<file path="src/rtl/xfer_pkg.sv">
// Package xfer_pkg
// Shared phase encoding for the two-register shifter.
// Assumes: one phase per clock cycle, visited in the listed order.
package xfer_pkg;
    typedef enum logic [2:0] {
        PH_IDLE  = 3'd0,
        PH_UP    = 3'd1,
        PH_CLRLO = 3'd2,
        PH_DOWN  = 3'd3,
        PH_CLRHI = 3'd4
    } phase_t;
endpackage

</file>
<file path="src/rtl/xfer_sequencer.sv">
// Module xfer_sequencer
// Steps through the four transfer phases after an accepted start.
// Captures the direction and fill bit at the start, and pulses done
// once after the last phase.
// Assumes: start is honoured only in PH_IDLE.
module xfer_sequencer
    import xfer_pkg::*;
(
    input  logic   clk,
    input  logic   rst_n,
    input  logic   start_i,
    input  logic   dir_left_i,
    input  logic   fill_i,
    output phase_t phase_o,
    output logic   dir_left_o,
    output logic   fill_o,
    output logic   done_o
);
    phase_t phase_q;
    phase_t phase_d;

    // Next-phase selection.
    always_comb begin
        phase_d = phase_q;
        case (phase_q)
            PH_IDLE:  if (start_i) phase_d = PH_UP;
            PH_UP:    phase_d = PH_CLRLO;
            PH_CLRLO: phase_d = PH_DOWN;
            PH_DOWN:  phase_d = PH_CLRHI;
            PH_CLRHI: phase_d = PH_IDLE;
            default:  phase_d = PH_IDLE;
        endcase
    end

    // Phase register, captured controls and done pulse.
    always_ff @(posedge clk) begin
        if (!rst_n) begin
            phase_q    <= PH_IDLE;
            dir_left_o <= 1'b0;
            fill_o     <= 1'b0;
            done_o     <= 1'b0;
        end else begin
            phase_q <= phase_d;
            done_o  <= (phase_q == PH_CLRHI);
            if (phase_q == PH_IDLE && start_i) begin
                dir_left_o <= dir_left_i;
                fill_o     <= fill_i;
            end
        end
    end

    assign phase_o = phase_q;

    p_order_up_r3: assert property (@(posedge clk) disable iff (!rst_n)
        (phase_q == PH_UP) |=> (phase_q == PH_CLRLO));
    p_order_clr_r3: assert property (@(posedge clk) disable iff (!rst_n)
        (phase_q == PH_CLRLO) |=> (phase_q == PH_DOWN));
    p_order_down_r3: assert property (@(posedge clk) disable iff (!rst_n)
        (phase_q == PH_DOWN) |=> (phase_q == PH_CLRHI));
    p_done_after_r8: assert property (@(posedge clk) disable iff (!rst_n)
        (phase_q == PH_CLRHI) |=> (done_o && phase_q == PH_IDLE));
    p_done_pulse_r8: assert property (@(posedge clk) disable iff (!rst_n)
        done_o |=> !done_o);
    p_start_ignored_r9: assert property (@(posedge clk) disable iff (!rst_n)
        (start_i && phase_q == PH_CLRLO) |=> (phase_q == PH_DOWN));
    p_ctrl_held_r7: assert property (@(posedge clk) disable iff (!rst_n)
        (phase_q != PH_IDLE) |=> ($stable(dir_left_o) && $stable(fill_o)));
endmodule

</file>
<file path="src/rtl/xfer_temp_bank.sv">
// Module xfer_temp_bank
// Upper, temporary register: takes the working value in copy-up and
// empties itself in the final phase.
// Assumes: it is empty whenever copy-up begins.
module xfer_temp_bank
    import xfer_pkg::*;
#(
    parameter int W = 4
) (
    input  logic         clk,
    input  logic         rst_n,
    input  phase_t       phase_i,
    input  logic [W-1:0] lo_i,
    output logic [W-1:0] hi_o
);
    // Copy-up and clear of the temporary bank.
    always_ff @(posedge clk) begin
        if (!rst_n)                     hi_o <= '0;
        else if (phase_i == PH_UP)      hi_o <= lo_i;
        else if (phase_i == PH_CLRHI)   hi_o <= '0;
    end

    p_temp_empty_r4: assert property (@(posedge clk) disable iff (!rst_n)
        (phase_i == PH_UP) |-> (hi_o == '0));
endmodule

</file>
<file path="src/rtl/xfer_work_bank.sv">
// Module xfer_work_bank
// Lower, working register: parallel load while idle, clear in phase 2,
// offset copy-back from the temporary bank in phase 3.
// Assumes: the temporary bank holds the pre-shift value in phase 3.
module xfer_work_bank
    import xfer_pkg::*;
#(
    parameter int W = 4
) (
    input  logic         clk,
    input  logic         rst_n,
    input  phase_t       phase_i,
    input  logic         load_en_i,
    input  logic [W-1:0] load_data_i,
    input  logic [W-1:0] hi_i,
    input  logic         dir_left_i,
    input  logic         fill_i,
    output logic [W-1:0] lo_o,
    output logic         shout_o
);
    localparam int MSB = W - 1;

    logic [W-1:0] to_left;
    logic [W-1:0] to_right;

    // Build both one-position offset paths bit by bit.
    for (genvar i = 0; i < W; i++) begin : g_offset
        if (i == 0) begin : g_lsb
            assign to_left[i] = fill_i;
        end else begin : g_lmid
            assign to_left[i] = hi_i[i-1];
        end
        if (i == MSB) begin : g_msb
            assign to_right[i] = fill_i;
        end else begin : g_rmid
            assign to_right[i] = hi_i[i+1];
        end
    end

    // Working register and shift-out bit update per phase.
    always_ff @(posedge clk) begin
        if (!rst_n) begin
            lo_o    <= '0;
            shout_o <= 1'b0;
        end else begin
            case (phase_i)
                PH_IDLE:  if (load_en_i) lo_o <= load_data_i;
                PH_CLRLO: lo_o <= '0;
                PH_DOWN: begin
                    lo_o    <= dir_left_i ? to_left : to_right;
                    shout_o <= dir_left_i ? hi_i[MSB] : hi_i[0];
                end
                default: ;
            endcase
        end
    end

    p_lo_zero_r4: assert property (@(posedge clk) disable iff (!rst_n)
        (phase_i == PH_DOWN) |-> (lo_o == '0));
    p_load_ignored_r10: assert property (@(posedge clk) disable iff (!rst_n)
        (phase_i == PH_UP || phase_i == PH_CLRHI) |=> $stable(lo_o));
endmodule

</file>
<file path="src/rtl/bidir_xfer_shifter.sv">
// Module bidir_xfer_shifter
// Top level: one-position left/right shift done as four parallel
// transfers between a working bank and a temporary bank.
// Assumes: synchronous active-low reset; one request at a time.
module bidir_xfer_shifter
    import xfer_pkg::*;
#(
    parameter int W = 4
) (
    input  logic         clk,
    input  logic         rst_n,
    input  logic         start_i,
    input  logic         dir_left_i,
    input  logic         fill_i,
    input  logic         load_en_i,
    input  logic [W-1:0] load_data_i,
    output logic [W-1:0] data_o,
    output logic         shout_o,
    output logic         busy_o,
    output logic         done_o
);
    phase_t       phase;
    logic         dir_q;
    logic         fill_q;
    logic [W-1:0] hi;
    logic [W-1:0] lo;

    xfer_sequencer u_seq (
        .clk        (clk),
        .rst_n      (rst_n),
        .start_i    (start_i),
        .dir_left_i (dir_left_i),
        .fill_i     (fill_i),
        .phase_o    (phase),
        .dir_left_o (dir_q),
        .fill_o     (fill_q),
        .done_o     (done_o)
    );

    xfer_temp_bank #(.W(W)) u_hi (
        .clk     (clk),
        .rst_n   (rst_n),
        .phase_i (phase),
        .lo_i    (lo),
        .hi_o    (hi)
    );

    xfer_work_bank #(.W(W)) u_lo (
        .clk         (clk),
        .rst_n       (rst_n),
        .phase_i     (phase),
        .load_en_i   (load_en_i),
        .load_data_i (load_data_i),
        .hi_i        (hi),
        .dir_left_i  (dir_q),
        .fill_i      (fill_q),
        .lo_o        (lo),
        .shout_o     (shout_o)
    );

    // Busy covers the four transfer phases.
    assign busy_o = (phase != PH_IDLE);
    assign data_o = lo;
endmodule

</file>
<file path="config.mk">
export PLATFORM = sky130hd
export DESIGN_NAME = bidir_xfer_shifter
export DESIGN_NICKNAME = d
export VERILOG_FILES = /design/src/rtl/xfer_pkg.sv /design/src/rtl/xfer_sequencer.sv /design/src/rtl/xfer_temp_bank.sv /design/src/rtl/xfer_work_bank.sv /design/src/rtl/bidir_xfer_shifter.sv
export SDC_FILE = /design/constraint.sdc
export NUM_CORES = 1
export LEC_CHECK = 0
export CORE_MARGIN = 2
export CORE_UTILIZATION = 46
export DETAILED_ROUTE_END_ITERATION = 16
export PLACE_DENSITY = 0.87
export SYNTH_ARGS = -nofsm -noshare
export SYNTH_HDL_FRONTEND = slang
export SYNTH_SLANG_ARGS = --single-unit
</file>
<file path="constraint.sdc">
create_clock -name clk -period 1.72 [get_ports clk]
set_clock_uncertainty 0.05 [all_clocks]
set_input_delay 0.516 -clock clk [delete_from_list [all_inputs] [get_ports clk]]
set_output_delay 0.516 -clock clk [all_outputs]
set_load 0.02 [all_outputs]
</file>
# ---- Word-level counts from Yosys, hierarchy flattened
# Index checks and enable logic that the tools add are counted.
dict set report totals {
  ff_bits 15
  in_bits 10
  out_inout_bits 7
  wordCells 27
}
dict set report op_classes {
  eq_ne 6
  n_mux 8
  n_reduce_logical 6
}
# cell n
set op_table {}
lappend op_table {{$mux 4} 4}
lappend op_table {{$pmux 3 s4} 1}
lappend op_table {{$pmux 4 s3} 1}
lappend op_table {{$eq 3x2->1 const B} 2}
lappend op_table {{$reduce_bool 3->1} 2}
lappend op_table {{$ne 2x2->1 const B} 2}
lappend op_table {{$eq 3x1->1 const B} 1}
lappend op_table {{$eq 3x3->1 const B} 1}
lappend op_table {{$logic_not 3->1} 1}
lappend op_table {{$mux 3} 1}
lappend op_table {{$reduce_and 2->1} 1}
lappend op_table {{$reduce_bool 2->1} 1}
lappend op_table {{$logic_and 1x1->1} 1}
lappend op_table {{$mux 1} 1}

# ---- Depth between registers and ports, before layout
dict set report logic_depth {
  word_depth 3
  ltp_mapped 4
  mapped_depth_nobuf 3
}

# ---- Cells and area by module
# From an unflattened synthesis, not the netlist that was laid out.
dict set report hier_totals {
  cells_unflattened 75
  hier_area_um2 747.0
}
# mod instances cells_per_inst area_each_um2 seq_area_each_um2
set by_module_without_submodules {}
lappend by_module_without_submodules {xfer_work_bank 1 30 310.3 100.1}
lappend by_module_without_submodules {xfer_sequencer 1 22 222.7 120.1}
lappend by_module_without_submodules {xfer_temp_bank 1 22 207.7 80.1}
lappend by_module_without_submodules {bidir_xfer_shifter 1 1 6.3 0.0}

# ---- Worst setup path before layout
# No wires, ideal clock.
dict set report synth_path {
  path_kind {register -> output}
  from {register u_seq.phase_q[0] (netlist: u_seq.phase_o[0])}
  to {output busy_o}
  arrival_ps 971
  required_ps 1154
  path_slack_ps 183
  path_stages_with_launch 3
  n_path_buf 1
  path_cell_list {dfxtp_1 > buf_4 > or3_1}
}
dict set report synth_between {
  elab_chain_cells 1
}
# item line
set synth_lines {}
lappend synth_lines {{from (decl)} xfer_sequencer.sv:19} ;# phase_t phase_q;
lappend synth_lines {{from (signal assigned)} xfer_sequencer.sv:43} ;# phase_q <= phase_d;
lappend synth_lines {{$reduce_bool 3->1} bidir_xfer_shifter.sv:62} ;# assign busy_o = (phase != PH_IDLE);
lappend synth_lines {{to (decl)} bidir_xfer_shifter.sv:19} ;# output logic busy_o,
# Every way passes these cells.

# ---- Final worst setup path
# Ends and elaborated chain as after synthesis.

==> results.cfg <==
[synthesis]
yosys.area.top_type = dfxtp_1
synthesis.instances = 76
synth_ff_type = dfxtp_1
avgSynthCellArea_sq_um = 9.22
yosys.area.top_type_share = 0.429
ys_ff_latch = 15
synth_most_common_cell = dfxtp_1
ys_top_cells_by_count = dfxtp_1, nand2_1, o21ai_0
synth-edff-count = 0
ys_seq_area_frac = 0.429
synth-async-reset-ratio = 0
synthTopCellsByArea = dfxtp_1, mux2i_1, o221a_1, o21ai_0, a32oi_1
syn_area_sq_um = 701
synth_nets = 86
ys_types = 29
synth_warnings = 0

[sta]
finalHoldViolCount = 0
max_freq_ghz = 0.594
grt_setup_unrepaired = false
slew_headroom = 0.760
maxSlewViolCount = 0
min_period_ns = 1.68
finalSetupViolCount = 0
min_period_over_period = 0.979
worstMarginPinSlew_ns = 0.359

[drt]
antenna_left = 0
routed_wl_um = 1490
drcViolationCount = 0
route.vias.total = 646
wl_per_cell_um = 13.4
drt-pass1-iter-count = 4
drt_iter0_drc = 12
post_drt_via_cell_ratio = 5.82

[pwr]
power_density_mw_per_mm2 = 880
power_uw = 790
ir_drop_mv = 0.440
p_leak_nw = 0.346

[setup_path]
cp.arrival_ns = 1.12
worstPathMaxFanout = 2
crit_path_end_kind = primary output
critPathRequiredTime_ns = 1.15
path_class = reg2out
worst_setup_path_start_kind = flop

[placed_design]
port_buffers = 16
hpwl_um = 1070
globalplace.congestion = 0.909

[cts]
cts.sinks = 15
root_buffer = clkbuf_4
htreeDepth = 1
cts_buffers = 3
cts_setup_buffers = 0
worst_skew_pair.late_latency_ns = 0.29
cts_tree = done
cts_hold_buf = 0
cts.clk_slew.worst_paths_ns = 0.09
clk_path_buf_depth = 2

[global_route]
grt_use_total = 0.198
grt_first_pass_wirelength_um = 2620
grt_max_degree = 15
grt-ovfl-total = 0
antenna_found_initial = 0
grt_pass1_vias = 603

[run]
max-cap-violations = 0

[floorplanning]
ioPinCount = 17
start_util = 0.476
die_x_um = 43.0
num_rows = 14
coreArea_sq_mm = 0.00147
die_h_um = 43.0
dieArea_sq_mm = 0.00185

[cells_and_area]
n_fill_cell = 135
fin_nets = 106
drive_gt1_frac = 0.126
area_delta_synth_final_pct = 28.2
diodes = 0
fin_util = 0.611

[min_path]
hp-class = reg2reg

[status]
outcome = finished, final reports clean
==> cells by family (layout without fill, tap and decap cells) <==
logic type | Yosys count | in the layout | share of synthesized area
flops | 15 | 15 | 0.429
simple gates | 22 | 22 | 0.179
compound gates | 25 | 25 | 0.263
xor+xnor | 1 | 1 | 0.0125
buf+inv | 9 | 28 | 0.0607
mux | 4 | 4 | 0.0571
==> through the flow <==
stage	instance area [sq um]	worst slack, ns	instances	TNS [ns]	hold slack (ns)
6_report	898	0.0366	111	0	0.409
5_1_grt	898	0.00185	111	0	0.454
4_1_cts	898	0.0352	111	0	0.413
3_5_place_dp	883	-0.0328	107	-0.0328	0.398
3_3_place_gp	883	-0.0174	107	-0.0174	0.400
2_1_floorplan	701	0.183	76	0	0.398
==> flip-flops by register name, summed over array words and instances (netlist names) <==
name,count
u_seq.phase_o,3
u_hi.hi_o,4
u_seq.fill_o,1
u_lo.lo_o,4
u_seq.done_o,1
u_lo.shout_o,1
u_seq.dir_left_o,1
==> worst max-delay path, cell delays in order (launching register included) <==
cell	delay [ns]
dfxtp_1	0.31
or3_1	0.36
buf_2	0.16
==> final timing paths <==
check / slack, ns / cells after the start / endpoint / startpoint
max: 0.04 / 2 / busy_o / u_seq.phase_o[0]$_SDFFE_PN0P_
min: 0.41 / 2 / u_lo.shout_o$_SDFFE_PN0N_ / u_lo.shout_o$_SDFFE_PN0N_
max reg2reg: 0.46 / 4 / u_lo.lo_o[3]$_SDFFE_PN0P_ / u_seq.phase_o[0]$_SDFFE_PN0P_
min reg2reg: 0.41 / 2 / u_lo.shout_o$_SDFFE_PN0N_ / u_lo.shout_o$_SDFFE_PN0N_
==> cell usage in the layout, fill, tap and decap left out, drive strengths merged, types with 2 or more instances in the layout <==
cell,instances
dfxtp,15
clkdlybuf4s50,9
nand2,6
o21ai,6
dlygate4sd2,6
buf,5
inv,4
mux2i,4
nand3,4
a21oi,4
a32oi,3
o21a,3
o221a,3
clkbuf,3
nor2,2
a211oi,2
nor3,2
==> layout make-up <==
class / instances / area [sq um] / share of cell area
inverters: 4 / 15.0 / 0.0167
well taps: 16 / 20.0 / 0.0223
clock buffers: 3 / 22.5 / 0.0251
repair buffers: 20 / 178 / 0.198
flip-flops and latches: 15 / 300 / 0.334
clock inverters: 1 / 5.00 / 0.00557
multi-input cells: 52 / 358 / 0.398
==> what timing repair did <==
| item | in CTS | in global routing |
|---|---|---|
| setup endpoints to repair | 7 | 0 |
| gates resized for setup | 10 | 0 |
| hold endpoints to repair | 0 | 0 |
==> power breakdown <==
part	internal [mW]	switching (mW)	leakage, nW
logic	0.0912	0.0970	0.206
registers	0.376	0.0248	0.123
clock network	0.0867	0.114	0.0177
total	0.554	0.236	0.346
==> per-layer routing <==
layer	wire [um]	GRT usage	up-vias
li1	-	-	319
met1	622	0.227	288
met2	686	0.297	30
met3	101	0.0638	9
met4	74	0.158	0
met5	0	0	-
Note: power is estimated with default switching activity, not from simulation.
